$ cat config.mk
export PLATFORM = sky130hd
export DESIGN_NAME = odt_timing_ctrl
export DESIGN_NICKNAME = d
export VERILOG_FILES = /design/src/rtl/odt_pkg.sv /design/src/rtl/odt_read_win.sv /design/src/rtl/odt_write_win.sv /design/src/rtl/odt_timing_ctrl.sv
export SDC_FILE = /design/constraint.sdc
export NUM_CORES = 1
export LEC_CHECK = 0
export ABC_AREA = 1
export ABC_CLOCK_PERIOD_IN_PS = 6300
export BUFFER_PORTS_ARGS = -buffer_cell sky130_fd_sc_hd__buf_2
export CORE_ASPECT_RATIO = 0.5
export CORE_MARGIN = 2
export CORE_UTILIZATION = 34
export DETAILED_ROUTE_END_ITERATION = 10
export SETUP_SLACK_MARGIN = 0.3
export SYNTH_ARGS = -nofsm -noshare
export SYNTH_HDL_FRONTEND = slang
export SYNTH_SLANG_ARGS = --single-unit
$ cat constraint.sdc
create_clock -name clk -period 6.3 [get_ports clk]
set_input_delay 0.315 -clock clk [delete_from_list [all_inputs] [get_ports clk]]
set_output_delay 0.315 -clock clk [all_outputs]
set_load 0.005 [all_outputs]
$ cat src/rtl/odt_pkg.sv
// Shared parameters and helpers for the termination timing controller.
// Assumes offset fields are unsigned whole-cycle counts.
package odt_pkg;
    localparam int FLD_W_DEF   = 3;
    localparam int RTT_W_DEF   = 4;
    localparam int BL4_CYC_DEF = 5;
    localparam int BL8_CYC_DEF = 7;

    // Largest far-edge offset for the given field widths and burst base
    function automatic int max_off(input int fld_w, input int rtt_w, input int bl8);
        return (2 ** rtt_w - 1) + bl8 + 2 * (2 ** fld_w - 1);
    endfunction

    // Counter width able to hold the value n
    function automatic int cnt_width(input int n);
        return $clog2(n + 1);
    endfunction
endpackage

$ cat src/rtl/odt_read_win.sv
// Read termination window: captures the near and far offsets when a read
// is accepted, then counts cycles k = 0.. and reports when E <= k < F.
// A read that arrives while the window is on sets a hold flag, so the
// output stays on until the new window closes. Assumes BL8_CYC >= 1.
module odt_read_win
    import odt_pkg::*;
#(
    parameter int FLD_W   = FLD_W_DEF,
    parameter int RTT_W   = RTT_W_DEF,
    parameter int BL4_CYC = BL4_CYC_DEF,
    parameter int BL8_CYC = BL8_CYC_DEF,
    localparam int CW     = cnt_width(max_off(FLD_W, RTT_W, BL8_CYC))
) (
    input  logic             clk,
    input  logic             rst_n,
    input  logic             rd_cmd,
    input  logic             burst8,
    input  logic [FLD_W-1:0] en_a,
    input  logic [FLD_W-1:0] en_b,
    input  logic [FLD_W-1:0] dis_a,
    input  logic [FLD_W-1:0] dis_b,
    input  logic [RTT_W-1:0] rtt,
    output logic             rd_win,
    output logic             rd_busy
);
    logic [CW-1:0] base, e_sum, f_sum, cnt, on_pt, off_pt;
    logic          busy, hold;

    // Offset arithmetic, zero-extended so no sum can wrap
    always_comb begin
        base  = burst8 ? CW'(BL8_CYC) : CW'(BL4_CYC);
        e_sum = CW'(en_a) + CW'(en_b) + CW'(rtt);
        f_sum = CW'(rtt) + base + CW'(dis_a) + CW'(dis_b);
    end

    // Window is on between the near point and the far point, or while held
    assign rd_win  = busy && (hold || (cnt >= on_pt));
    assign rd_busy = busy;

    // Counter and captured offsets; a new read restarts the count
    always_ff @(posedge clk) begin
        if (!rst_n) begin
            busy   <= 1'b0;
            hold   <= 1'b0;
            cnt    <= '0;
            on_pt  <= '0;
            off_pt <= '0;
        end else if (rd_cmd) begin
            busy   <= 1'b1;
            hold   <= rd_win;
            cnt    <= '0;
            on_pt  <= e_sum;
            off_pt <= f_sum;
        end else if (busy) begin
            if (cnt + CW'(1) >= off_pt) begin
                busy <= 1'b0;
                hold <= 1'b0;
                cnt  <= '0;
            end else begin
                cnt <= cnt + CW'(1);
            end
        end
    end


    load_on_cmd_chk: assert property (@(posedge clk) disable iff (!rst_n)
        rd_cmd |=> (busy && cnt == '0));

    far_close_chk: assert property (@(posedge clk) disable iff (!rst_n)
        (busy && !rd_cmd && (cnt + CW'(1) >= off_pt)) |=> !busy);

    cnt_bound_chk: assert property (@(posedge clk) disable iff (!rst_n)
        busy |-> (cnt < off_pt));

    no_gap_chk: assert property (@(posedge clk) disable iff (!rst_n)
        (rd_cmd && rd_win) |=> rd_win);
endmodule

$ cat src/rtl/odt_write_win.sv
// Write termination window: open from k = 0 for base + tail cycles after a
// write. The pin-driving gate at the top removes the burst part of it.
module odt_write_win
    import odt_pkg::*;
#(
    parameter int FLD_W   = FLD_W_DEF,
    parameter int BL4_CYC = BL4_CYC_DEF,
    parameter int BL8_CYC = BL8_CYC_DEF,
    localparam int CW     = cnt_width(BL8_CYC + 2 ** FLD_W - 1)
) (
    input  logic             clk,
    input  logic             rst_n,
    input  logic             wr_cmd,
    input  logic             burst8,
    input  logic [FLD_W-1:0] tail,
    output logic             wr_win
);
    logic [CW-1:0] len_sum, len, cnt;
    logic          busy;

    // Window length: burst base plus the programmed tail
    assign len_sum = (burst8 ? CW'(BL8_CYC) : CW'(BL4_CYC)) + CW'(tail);
    assign wr_win  = busy;

    // Length capture and countdown; a new write restarts it
    always_ff @(posedge clk) begin
        if (!rst_n) begin
            busy <= 1'b0;
            cnt  <= '0;
            len  <= '0;
        end else if (wr_cmd) begin
            busy <= 1'b1;
            cnt  <= '0;
            len  <= len_sum;
        end else if (busy) begin
            if (cnt + CW'(1) >= len) begin
                busy <= 1'b0;
                cnt  <= '0;
            end else begin
                cnt <= cnt + CW'(1);
            end
        end
    end


    wr_open_chk: assert property (@(posedge clk) disable iff (!rst_n)
        wr_cmd |=> busy);

    wr_close_chk: assert property (@(posedge clk) disable iff (!rst_n)
        (busy && !wr_cmd && (cnt + CW'(1) >= len)) |=> !busy);
endmodule

$ cat src/rtl/odt_timing_ctrl.sv
// Top of the termination timing controller. Combines the read and write
// windows with the static override, then forces the result off while the
// pins drive. Assumes command strobes last one cycle.
module odt_timing_ctrl
    import odt_pkg::*;
#(
    parameter int FLD_W   = FLD_W_DEF,
    parameter int RTT_W   = RTT_W_DEF,
    parameter int BL4_CYC = BL4_CYC_DEF,
    parameter int BL8_CYC = BL8_CYC_DEF
) (
    input  logic             clk,
    input  logic             rst_n,
    input  logic             rd_cmd,
    input  logic             wr_cmd,
    input  logic             burst8,
    input  logic             bus_idle,
    input  logic             pins_driving,
    input  logic             override_en,
    input  logic [FLD_W-1:0] rd_en_a,
    input  logic [FLD_W-1:0] rd_en_b,
    input  logic [FLD_W-1:0] rd_dis_a,
    input  logic [FLD_W-1:0] rd_dis_b,
    input  logic [RTT_W-1:0] rtt_align,
    input  logic [FLD_W-1:0] wr_dis,
    output logic             odt_en
);
    logic rd_win, rd_busy, wr_win, ovr_on;

    odt_read_win #(
        .FLD_W(FLD_W), .RTT_W(RTT_W), .BL4_CYC(BL4_CYC), .BL8_CYC(BL8_CYC)
    ) u_rd (
        .clk(clk), .rst_n(rst_n), .rd_cmd(rd_cmd), .burst8(burst8),
        .en_a(rd_en_a), .en_b(rd_en_b), .dis_a(rd_dis_a), .dis_b(rd_dis_b),
        .rtt(rtt_align), .rd_win(rd_win), .rd_busy(rd_busy)
    );

    odt_write_win #(
        .FLD_W(FLD_W), .BL4_CYC(BL4_CYC), .BL8_CYC(BL8_CYC)
    ) u_wr (
        .clk(clk), .rst_n(rst_n), .wr_cmd(wr_cmd), .burst8(burst8),
        .tail(wr_dis), .wr_win(wr_win)
    );

    // Override holds termination through each read and while idle
    assign ovr_on = override_en && (rd_busy || bus_idle);

    // Final enable, gated off whenever the pins drive
    assign odt_en = !pins_driving && (rd_win || wr_win || ovr_on);


    drive_gate_chk: assert property (@(posedge clk) disable iff (!rst_n)
        pins_driving |-> !odt_en);

    idle_ovr_chk: assert property (@(posedge clk) disable iff (!rst_n)
        (override_en && bus_idle && !pins_driving) |-> odt_en);
endmodule

Word level (Yosys, flattened, before mapping)
Index checks and enable logic that the tools add are counted.
{"block": "op_classes", "addsub": 8, "mul": 0, "div_mod_pow": 0, "order_cmp": 3, "n_eq_ne": 0, "n_shift": 0, "n_mux": 13, "n_bitwise": 1, "reduce_logical": 13}
{"op": "$add A6 B3 Y6", "count": 2}
{"op": "$ge A6 B6 Y1", "count": 2}
{"op": "$mux W1", "count": 9}
{"op": "$add A4 B6 Y6", "count": 1}
{"op": "$add A6 B1 Y6 const B", "count": 1}
{"op": "$add A6 B4 Y6", "count": 1}
{"op": "$mux W6", "count": 1}
{"op": "$add A3 B3 Y4", "count": 1}
{"op": "$add A4 B1 Y4 const B", "count": 1}
{"op": "$add A4 B3 Y4", "count": 1}
{"op": "$ge A4 B4 Y1", "count": 1}
{"op": "$logic_or A1 B1 Y1", "count": 4}
{"op": "$mux W2", "count": 2}
{"op": "$mux W4", "count": 1}
{"op": "$reduce_bool A2 Y1", "count": 2}
{"op": "$reduce_or A2 Y1", "count": 2}
{"op": "$logic_and A1 B1 Y1", "count": 3}
{"op": "$reduce_and A2 Y1", "count": 1}
{"op": "$logic_not A1 Y1", "count": 1}
{"op": "$not A1 Y1", "count": 1}
{"block": "totals", "ff_bits": 29, "latch_bits": 0, "ram_bits": 0, "rom_bits": 0, "input_bits": 27, "output_inout_bits": 1, "elab_cells": 46, "n_memories": 0}

Depth between registers and ports, before layout
Gate-level depths: netlist of run 1.
{"block": "depth", "word_depth": 6, "mapped_depth": 13, "depth_no_buf": 13}

Cells and area by module
A second synthesis of run 1 with hierarchy kept.
{"block": "hier_totals", "cells_unflattened": 255, "hier_area_um2": 1980.6}
{"module": "odt_read_win", "n_inst": 1, "cells_per_inst": 185, "area_each_um2": 1447.6, "seq_area_each_um2": 380.4}
{"module": "odt_write_win", "n_inst": 1, "cells_per_inst": 67, "area_each_um2": 519.2, "seq_area_each_um2": 180.2}
{"module": "odt_timing_ctrl", "n_inst": 1, "cells_per_inst": 3, "area_each_um2": 13.8, "seq_area_each_um2": 0.0}

Worst setup path before layout of run 1
No wires, ideal clock.
{"block": "synth_timing", "path_type": "input to register", "start": "input burst8", "end": "register u_rd.off_pt[3]", "setup_ns": 0.117, "t_arrival_ns": 2.218, "slack_ns": 3.965, "cell_stages": 10, "cell_sequence": "inv_1 > fa_1 > fa_1 > inv_1 > ha_1 > inv_1 > fa_1 > nor2_1 > nor2_1 > o2bb2ai_1"}
{"block": "synth_between", "elab_chain_cells": 4}
{"item": "start: declaration", "line": "odt_timing_ctrl.sv:16", "text": "input logic burst8,"}
{"item": "$mux W2", "line": "odt_read_win.sv:31", "text": "base = burst8 ? CW'(BL8_CYC) : CW'(BL4_CYC);"}
{"item": "$add A4 B6 Y6", "line": "odt_read_win.sv:33", "text": "f_sum = CW'(rtt) + base + CW'(dis_a) + CW'(dis_b);"}
{"item": "$add A6 B3 Y6 (2 in a row)", "line": "odt_read_win.sv:33"}
{"item": "end signal: assignment", "line": "odt_read_win.sv:53", "text": "off_pt <= f_sum;"}
{"item": "end: declaration", "line": "odt_read_win.sv:26", "text": "logic [CW-1:0] base, e_sum, f_sum, cnt, on_pt, off_pt;"}
No other way between the ends.
A chain may end at the register's enable or synchronous reset.

Worst setup path in the final report of run 1
Same ends and word-level chain as after synthesis.

==> results.yml, run 1 <==
outcome:
  outcome: "finished, final reports clean"
finish:
  drive_above_1_share_pct: 12.8
  fin_cells: 381
  syn_to_final_growth_pct: 13.8
  final_core_utilization_pct: 39.6
  diodes: 0
  n_fill_cell: 621
  nets: 371
  layout_common_cells: "60 x inv_1, 40 x nand2_1, 32 x ha_1"
  fin_area_um2: 2380
  layout_commonest_cell: "inv_1"
critical_path:
  startpoint: "burst8"
  crit_fanout: 3
  cp-start-kind: "input pin"
  r2r-end: "u_rd.rd_busy"
  cp_slowest_stage_delay_ns: 0.57
  r2r_cells: 11
  cp_data_arrival_time_ns: 2.46
  cp_num_buf_inv: 4
  worst_ep_required_time_ns: 6.46
  reg2reg_from: "u_rd.cnt[0]"
  cp-end-kind: "flop"
  path_class: "in2reg"
  r2r_setup_slack_ns: 4.29
  cp_slowest_cell: "fa_1"
  cp_cell_sequence: "buf_2, inv_1, fa_1, fa_1, inv_1, ha_1, inv_1, fa_1, nor2_1, nor2_1, o2bb2ai_1"
  crit_family: "adder cells"
placed_design:
  dp_slack_ns: 3.69
  place.detailed.hpwl_um: 3500
  placement.io_buffers: 27
  dp_cells: 377
  place_area_um2: 2290
  gp_congestion: 0.870
floorplanning:
  dieHeight_um: 59.4
  die_x_um: 115
  std_cell_rows: 20
  ios: 28
  initial_utilization_pct: 34.8
  dieArea_um2: 6830
  core_area_um2: 6010
cts:
  htreeDepth: 1
  clock-root-buffer: "clkbuf_16"
  cts_tree: "built"
  cts.sinks: 28
  cts_setup_buffers: 0
  clockBufferDepth: 2
  clock_latency_ns: 0.26
  cts.clk_slew.worst_paths_ns: 0.07
  cts_hold_buffers: 0
  ctsResizeCount: 0
  cts_buffers: 3
sta:
  setup_viol: 0
  worst_slew_pin_slew_ns: 0.330
  finalHoldViolCount: 0
  hold_ws_ns: 0.278
  max-slew-margin-rel_pct: 78.0
  post-route-period-util_pct: 36.6
  fin_skew_ns: 0.00416
  fmax_ghz: 0.433
  drv_slew: 0
  setup-tns-final_ns: 0
  min_period_ns: 2.31
  rsz0062_at_grt: "false"
  fin_ws_ns: 3.99
global_routing:
  track_usage_pct: 14.1
  grt_max_degree: 16
  grt_pass1_vias: 1713
  antenna_found_initial: 0
  grt_first_pass_wirelength_um: 7590
  grt-ovfl-total: 0
synthesis:
  syn_inst: 277
  ys.warnings.count: 0
  avgSynthCellArea_um2: 7.54
  synth_seq_cells: 28
  syn_nets: 343
  ys_types: 30
  synth.yosys.seq_area_share_pct: 26.8
  syn_area_um2: 2090
pwr:
  ir_worst_vdd_mv: 0.0830
  leakage_nw: 1.21
  finalPower_uw: 485
  power.density_nw_per_um2: 204
drt:
  wl_um: 4230
  first_pass_iters: 4
  avgRoutedWirePerCell_um: 11.1
  drt_iter0_markers: 61
  vias: 1780
  drtAntennaViolNets: 0
  via_per_inst: 4.67
  drc_errors: 0
hold_path:
  worstHoldStart: "wr_dis[0]"
  holdPathEnd: "u_wr.len[0]"
  min_path_type: "in2reg"
  hold_depth: 2
job:
  drv_cap: 0
==> synthesized netlist by cell type <==
master | number | area, µm²
inv_1 | 60 | 225
nand2_1 | 40 | 150
ha_1 | 32 | 400
dfxtp_1 | 28 | 561
nand3_1 | 23 | 115
nor2_1 | 23 | 86.3
a21oi_1 | 22 | 110
o21ai_0 | 8 | 40.0
fa_1 | 7 | 140
o21ai_1 | 4 | 20.0
inv_2 | 3 | 11.3
nand4_1 | 3 | 18.8
xnor2_1 | 3 | 26.3
buf_4 | 2 | 15.0
o211ai_1 | 2 | 15.0
o21bai_1 | 2 | 15.0
xor2_1 | 2 | 17.5
a21oi_4 | 1 | 16.3
a221oi_1 | 1 | 8.76
buf_2 | 1 | 5.00
buf_6 | 1 | 11.3
clkinv_1 | 1 | 3.75
inv_4 | 1 | 6.26
nor2_4 | 1 | 11.3
o21a_1 | 1 | 7.51
o22ai_1 | 1 | 6.26
o22ai_2 | 1 | 12.5
o2bb2ai_1 | 1 | 8.76
o32ai_1 | 1 | 8.76
xnor2_2 | 1 | 16.3
==> cell type report <==
type	count	area, µm²	area share (%)
Multi-Input combinational cell	180	1250	52.6
Tap cell	77	96.3	4.05
Timing Repair Buffer	27	135	5.68
Clock buffer	4	88.8	3.73
Sequential cell	28	561	23.6
Inverter	65	246	10.4
==> report_power, final <==
| group | internal [mW] | total [mW] | leakage [nW] | switching [mW] |
|---|---|---|---|---|
| Combinational | 0.0533 | 0.129 | 0.936 | 0.0758 |
| Sequential | 0.190 | 0.198 | 0.230 | 0.00781 |
| Clock | 0.0974 | 0.158 | 0.0442 | 0.0604 |
| Total | 0.341 | 0.485 | 1.21 | 0.144 |
==> metal layers <==
layer,track usage [%],part of all wire [%]
met5,0,0
met4,3.10,0.80
met3,3.37,2.8
met2,25.0,48
met1,17.6,48
==> how the worst max path moves through the flow <==
| stage | to | slack (ns) | depth (start not counted) |
|---|---|---|---|
| floorplan | u_rd.off_pt[3] | 3.97 | 10 |
| finish | u_rd.off_pt[3] | 3.99 | 11 |
| global route | u_rd.off_pt[5] | 3.81 | 11 |
| CTS | u_rd.off_pt[3] | 3.97 | 11 |
| global placement | u_rd.off_pt[3] | 3.74 | 11 |
| detailed placement | u_rd.off_pt[3] | 3.69 | 11 |
==> sequential cells by signal (all words and copies together) (netlist names) <==
name,flops
u_rd.cnt,6
u_rd.off_pt,6
u_rd.hold,1
u_rd.on_pt,5
u_wr.len,4
u_rd.rd_busy,1
u_wr.wr_win,1
u_wr.cnt,4
==> kinds of logic after synthesis <==
kind of cell | synth area share [%]
simple gates | 18.3
buf+inv | 13.3
compound gates | 12.9
fa+ha+maj | 25.9
flops | 26.8
xor+xnor | 2.87
(Power assumes the default switching activity.)
==> run 2: changes to the inputs <==
- ABC_CLOCK_PERIOD_IN_PS: 6300 -> 1900
- clock period: 6.3 -> 1.9 ns (I/O delays scaled with it)
==> run 2 against run 1 <==
  * The run now ends with negative setup slack left
  * Via count up 4.8%
  * Die area unchanged
  * Sequential share of layout area down 2.2 points
  * Combinational power rose to 4.0 times the previous value
  * Largest cell class unchanged
==> results.yml, run 2 (same netlist as run 1, synthesis figures left out) <==
drt:
  via_per_inst: 4.69
  drc_errors: 0
  avgRoutedWirePerCell_um: 11.5
  drtAntennaViolNets: 0
  first_pass_iters: 4
  wl_um: 4570
  vias: 1865
  drt_iter0_markers: 58
floorplanning:
  die_x_um: 115
  initial_utilization_pct: 34.8
  core_area_um2: 6010
  ios: 28
  dieArea_um2: 6830
  dieHeight_um: 59.4
  std_cell_rows: 20
placed_design:
  dp_cells: 380
  gp_congestion: 0.809
  place.detailed.hpwl_um: 3410
  placement.io_buffers: 27
  dp_slack_ns: -0.336
  place_area_um2: 2360
sta:
  max-slew-margin-rel_pct: 75.0
  setup_viol: 1
  fmax_ghz: 0.518
  worst_slew_pin_slew_ns: 0.375
  setup-tns-final_ns: -0.0305
  fin_skew_ns: 0.00129
  fin_ws_ns: -0.0305
  drv_slew: 0
  hold_ws_ns: 0.0444
  post-route-period-util_pct: 102
  rsz0062_at_grt: "true"
  finalHoldViolCount: 0
  min_period_ns: 1.93
global_routing:
  gr-usage-met1_pct: 17.3
  grt_pass1_vias: 1710
  track_usage_pct: 13.7
  use_met2_pct: 24.5
  grt_first_pass_wirelength_um: 7410
  grt-ovfl-total: 0
  top_usage_layer: "met2"
  antenna_found_initial: 0
  grt_max_degree: 16
  met3_usage_pct: 3.07
finish:
  syn_to_final_growth_pct: 30.9
  fin_area_um2: 2740
  drive_above_1_share_pct: 32.1
  nets: 388
  n_fill_cell: 596
  diodes: 0
  layout_common_cells: "55 x inv_1, 36 x nand2_1, 26 x buf_2"
  layout_commonest_cell: "inv_1"
  final_core_utilization_pct: 45.5
  reg_top3: "u_rd.cnt (6), u_rd.off_pt (6), u_rd.on_pt (5)"
  fin_cells: 398
pwr:
  finalPower_mw: 1.70
  ir_worst_vdd_mv: 0.360
  power.density_nw_per_um2: 620
  leakage_nw: 1.31
job:
  drv_cap: 0
cts:
  cts_tree: "built"
  clockBufferDepth: 2
  cts_hold_buffers: 0
  cts.sinks: 28
  cts.clk_slew.worst_paths_ns: 0.07
  clock-root-buffer: "clkbuf_16"
  htreeDepth: 1
  clock_latency_ns: 0.26
  cts_buffers: 3
critical_path:
  worst_ep_required_time_ns: 2.09
  crit_fanout: 7
  cp-start-kind: "flop"
  crit_family: "adder cells"
  cp-end-kind: "flop"
  cp_data_arrival_time_ns: 2.12
  cp_cell_sequence: "ha_4, nand3_2, xnor2_2, ha_1, nand2_2, inv_2, nand2_2, nand2_2, a21oi_4, nand3_1, a21oi_1"
  cp_slowest_cell: "dfxtp_4"
  critPathMostFrequentCell: "nand2_2"
  cp_num_buf_inv: 1
  path_class: "reg2reg"
  cp_slowest_stage_delay_ns: 0.39
hold_path:
  min_path_type: "in2reg"
outcome:
  outcome: "complete, but fails checks"
  failed_checks: "negative setup slack"
[run 2: final timing paths]
path | slack (ns) | startpoint | to | cells after the start
setup / recovery | -0.03 | u_rd.cnt[0] | u_rd.cnt[1] | 11
hold / removal | 0.04 | wr_dis[0] | u_wr.len[0] | 2
setup reg to reg | -0.03 | u_rd.cnt[0] | u_rd.cnt[1] | 11
hold reg to reg | 0.47 | u_rd.on_pt[0] | u_rd.on_pt[0] | 2
[run 2: repair_timing]
| item | CTS | global route |
|---|---|---|
| setup buffers | 9 | 5 |
| pin swaps | 14 | 24 |
| endpoints found under the setup margin | 18 | 20 |
| resized for setup | 19 | 26 |
[run 2: metal layers]
layer  vias to the layer above  routed length [µm]
li1                        966                   -
met1                       868                2070
met2                        29                2290
met3                         2                 182
met4                         0                  25
met5                         -                   0
[run 2: area by class of cell]
class | instances | area [µm²] | share of cell area, %
multi-input combinational | 180 | 1430 | 52.4
tap | 77 | 96.3 | 3.52
sequential | 28 | 583 | 21.3
timing repair buffer | 44 | 280 | 10.2
clock buffer | 4 | 88.8 | 3.25
inverter | 65 | 254 | 9.29
[run 2: worst reg2reg max path, cell delays in order, from the launching register on]
cell     delay, ns
dfxtp_4       0.39
ha_4          0.15
nand3_2       0.07
xnor2_2       0.15
ha_1          0.31
nand2_2       0.09
inv_2         0.04
nand2_2       0.05
nand2_2       0.06
a21oi_4       0.24
nand3_1       0.14
a21oi_1       0.16
[run 2: power breakdown]
group	switching [mW]	total [mW]	internal, mW
registers	0.0274	0.652	0.625
clock network	0.207	0.530	0.323
logic	0.285	0.513	0.229
total	0.519	1.70	1.18
==> run 3: changes to the inputs <==
- ABC_CLOCK_PERIOD_IN_PS: 1900 -> 2100
- clock period: 1.9 -> 2.1 ns (I/O delays scaled with it)
==> run 3 against run 2 <==
  * The run now ends clean
  * Flip-flop and latch count is the same
  * Register-to-register slack gained 0.23 ns
  * Critical endpoint is now u_rd.off_pt[3]
  * Hold slack gained 0.016 ns
==> results.yml, run 3 (same netlist as run 1, synthesis figures left out) <==
outcome:
  outcome: "finished, final reports clean"
floorplanning:
  dieHeight_um: 59.4
  die_x_um: 115
  ios: 28
  initial_utilization_pct: 34.8
  core_area_um2: 6010
  std_cell_rows: 20
  dieArea_um2: 6830
critical_path:
  path_class: "in2reg"
  reg2reg_from: "u_rd.cnt[1]"
  cp_slowest_stage_delay_ns: 0.56
  crit_family: "adder cells"
  worst_ep_required_time_ns: 2.25
  cp_cell_sequence: "buf_6, inv_2, fa_2, fa_1, inv_1, ha_2, inv_2, fa_2, nor2_2, nor2_1, o2bb2ai_1"
  crit_fanout: 2
  r2r_cells: 11
  cp_num_buf_inv: 4
  r2r_setup_slack_ns: 0.20
  cp-start-kind: "input pin"
  cp_data_arrival_time_ns: 2.06
  r2r-end: "u_rd.cnt[1]"
  cp-end-kind: "flop"
  cp_slowest_cell: "fa_2"
  worst-path-stages: 11
finish:
  fin_cells: 400
  layout_common_cells: "52 x inv_1, 32 x nand2_1, 24 x buf_2"
  syn_to_final_growth_pct: 35.1
  drive_above_1_share_pct: 34.1
  layout_commonest_cell: "inv_1"
  reg_top3: "u_rd.cnt (6), u_rd.off_pt (6), u_rd.on_pt (5)"
  nets: 390
  fin_area_um2: 2820
  diodes: 0
sta:
  max-slew-margin-rel_pct: 73.2
  finalHoldViolCount: 0
  fin_skew_ns: 0.00622
  setup_viol: 0
  rsz0062_at_grt: "true"
  setup-tns-final_ns: 0
  min_period_ns: 1.90
  drv_slew: 0
  post-route-period-util_pct: 90.7
  fmax_ghz: 0.525
  worst_slew_pin_slew_ns: 0.402
hold_path:
  hold_depth: 2
  worstHoldStart: "wr_dis[0]"
  min_path_type: "in2reg"
  holdPathEnd: "u_wr.len[0]"
pwr:
  clkPwrFrac_pct: 30.4
  seq_power_share_pct: 37.5
  power.density_nw_per_um2: 557
  leakage_nw: 1.32
  p_comb_share_pct: 32.0
  power.switching_uw: 489
  p_sw_share_pct: 31.1
  ir_worst_vdd_mv: 0.311
  internal_power_mw: 1.08
cts:
  cts.clk_slew.worst_paths_ns: 0.07
  cts_tree: "built"
  cts_hold_buffers: 0
  cts.sinks: 28
  htreeDepth: 1
  clock_latency_ns: 0.27
  clockBufferDepth: 2
  clock-root-buffer: "clkbuf_16"
  cts_buffers: 3
drt:
  avgRoutedWirePerCell_um: 11.8
  via_per_inst: 4.68
  drc_errors: 0
  drtAntennaViolNets: 0
  first_pass_iters: 4
  wl_um: 4730
  vias: 1872
  drt_iter0_markers: 31
placed_design:
  gp_congestion: 0.890
  place.detailed.hpwl_um: 3500
  place_area_um2: 2330
  placement.io_buffers: 27
  dp_cells: 380
global_routing:
  grt-ovfl-total: 0
  use_met2_pct: 25.1
  grt_pass1_vias: 1744
  grt_first_pass_wirelength_um: 7470
  track_usage_pct: 13.7
  grt_max_degree: 16
  top_usage_layer: "met2"
  antenna_found_initial: 0
  met3_usage_pct: 3.07
  gr-usage-met1_pct: 17.0
job:
  drv_cap: 0
[run 3: routing by layer]
layer | wire, µm | up-vias
li1 | - | 977
met1 | 2210 | 868
met2 | 2350 | 20
met3 | 125 | 7
met4 | 50 | 0
met5 | 0 | -
[run 3: worst max path at each step]
stage | slack (ns) | start | endpoint
detailed placement | -0.16 | rd_dis_b[1] | u_rd.off_pt[3]
global placement | -0.11 | rd_dis_b[1] | u_rd.off_pt[3]
CTS | 0.14 | rd_dis_b[1] | u_rd.off_pt[5]
finish | 0.20 | rd_dis_a[1] | u_rd.off_pt[3]
floorplan | 0.09 | rd_dis_b[1] | u_rd.off_pt[2]
global route | 0.1 | u_rd.cnt[2] | u_rd.cnt[1]
[run 3: area by class of cell]
| class | instances | area, µm² |
|---|---|---|
| multi-input combinational | 180 | 1470 |
| timing repair buffer | 46 | 324 |
| sequential | 28 | 583 |
| tap | 77 | 96.3 |
| inverter | 65 | 259 |
| clock buffer | 4 | 88.8 |
| fill | 570 | 3180 |
[run 3: metrics by stage]
step	hold WS [ns]	setup slack, ns	util (%)	total power [mW]
after global routing	0.0632	0.0993	47.0	1.68
after detailed placement	0.336	-0.159	38.8	1.00
after CTS	0.0589	0.141	41.0	1.48
after global placement	0.330	-0.111	38.8	0.989
after floorplan	0.194	0.0861	-	0.896
final	0.0608	0.195	47.0	1.57
[run 3: repair_timing]
action | in CTS | in global routing
setup buffers | 2 | 14
cloned | 0 | 0
endpoints found under the setup margin | 14 | 18
resized for setup | 10 | 58
pin swaps | 8 | 31
[run 3: power groups by stage]
stage / clock (mW) / combinational, mW / sequential [mW]
6_report: 0.479 / 0.504 / 0.591
5_1_grt: 0.516 / 0.569 / 0.595
4_1_cts: 0.481 / 0.409 / 0.592
3_5_place_dp: 0 / 0.399 / 0.605
3_3_place_gp: 0 / 0.386 / 0.603
2_1_floorplan: 0 / 0.301 / 0.595
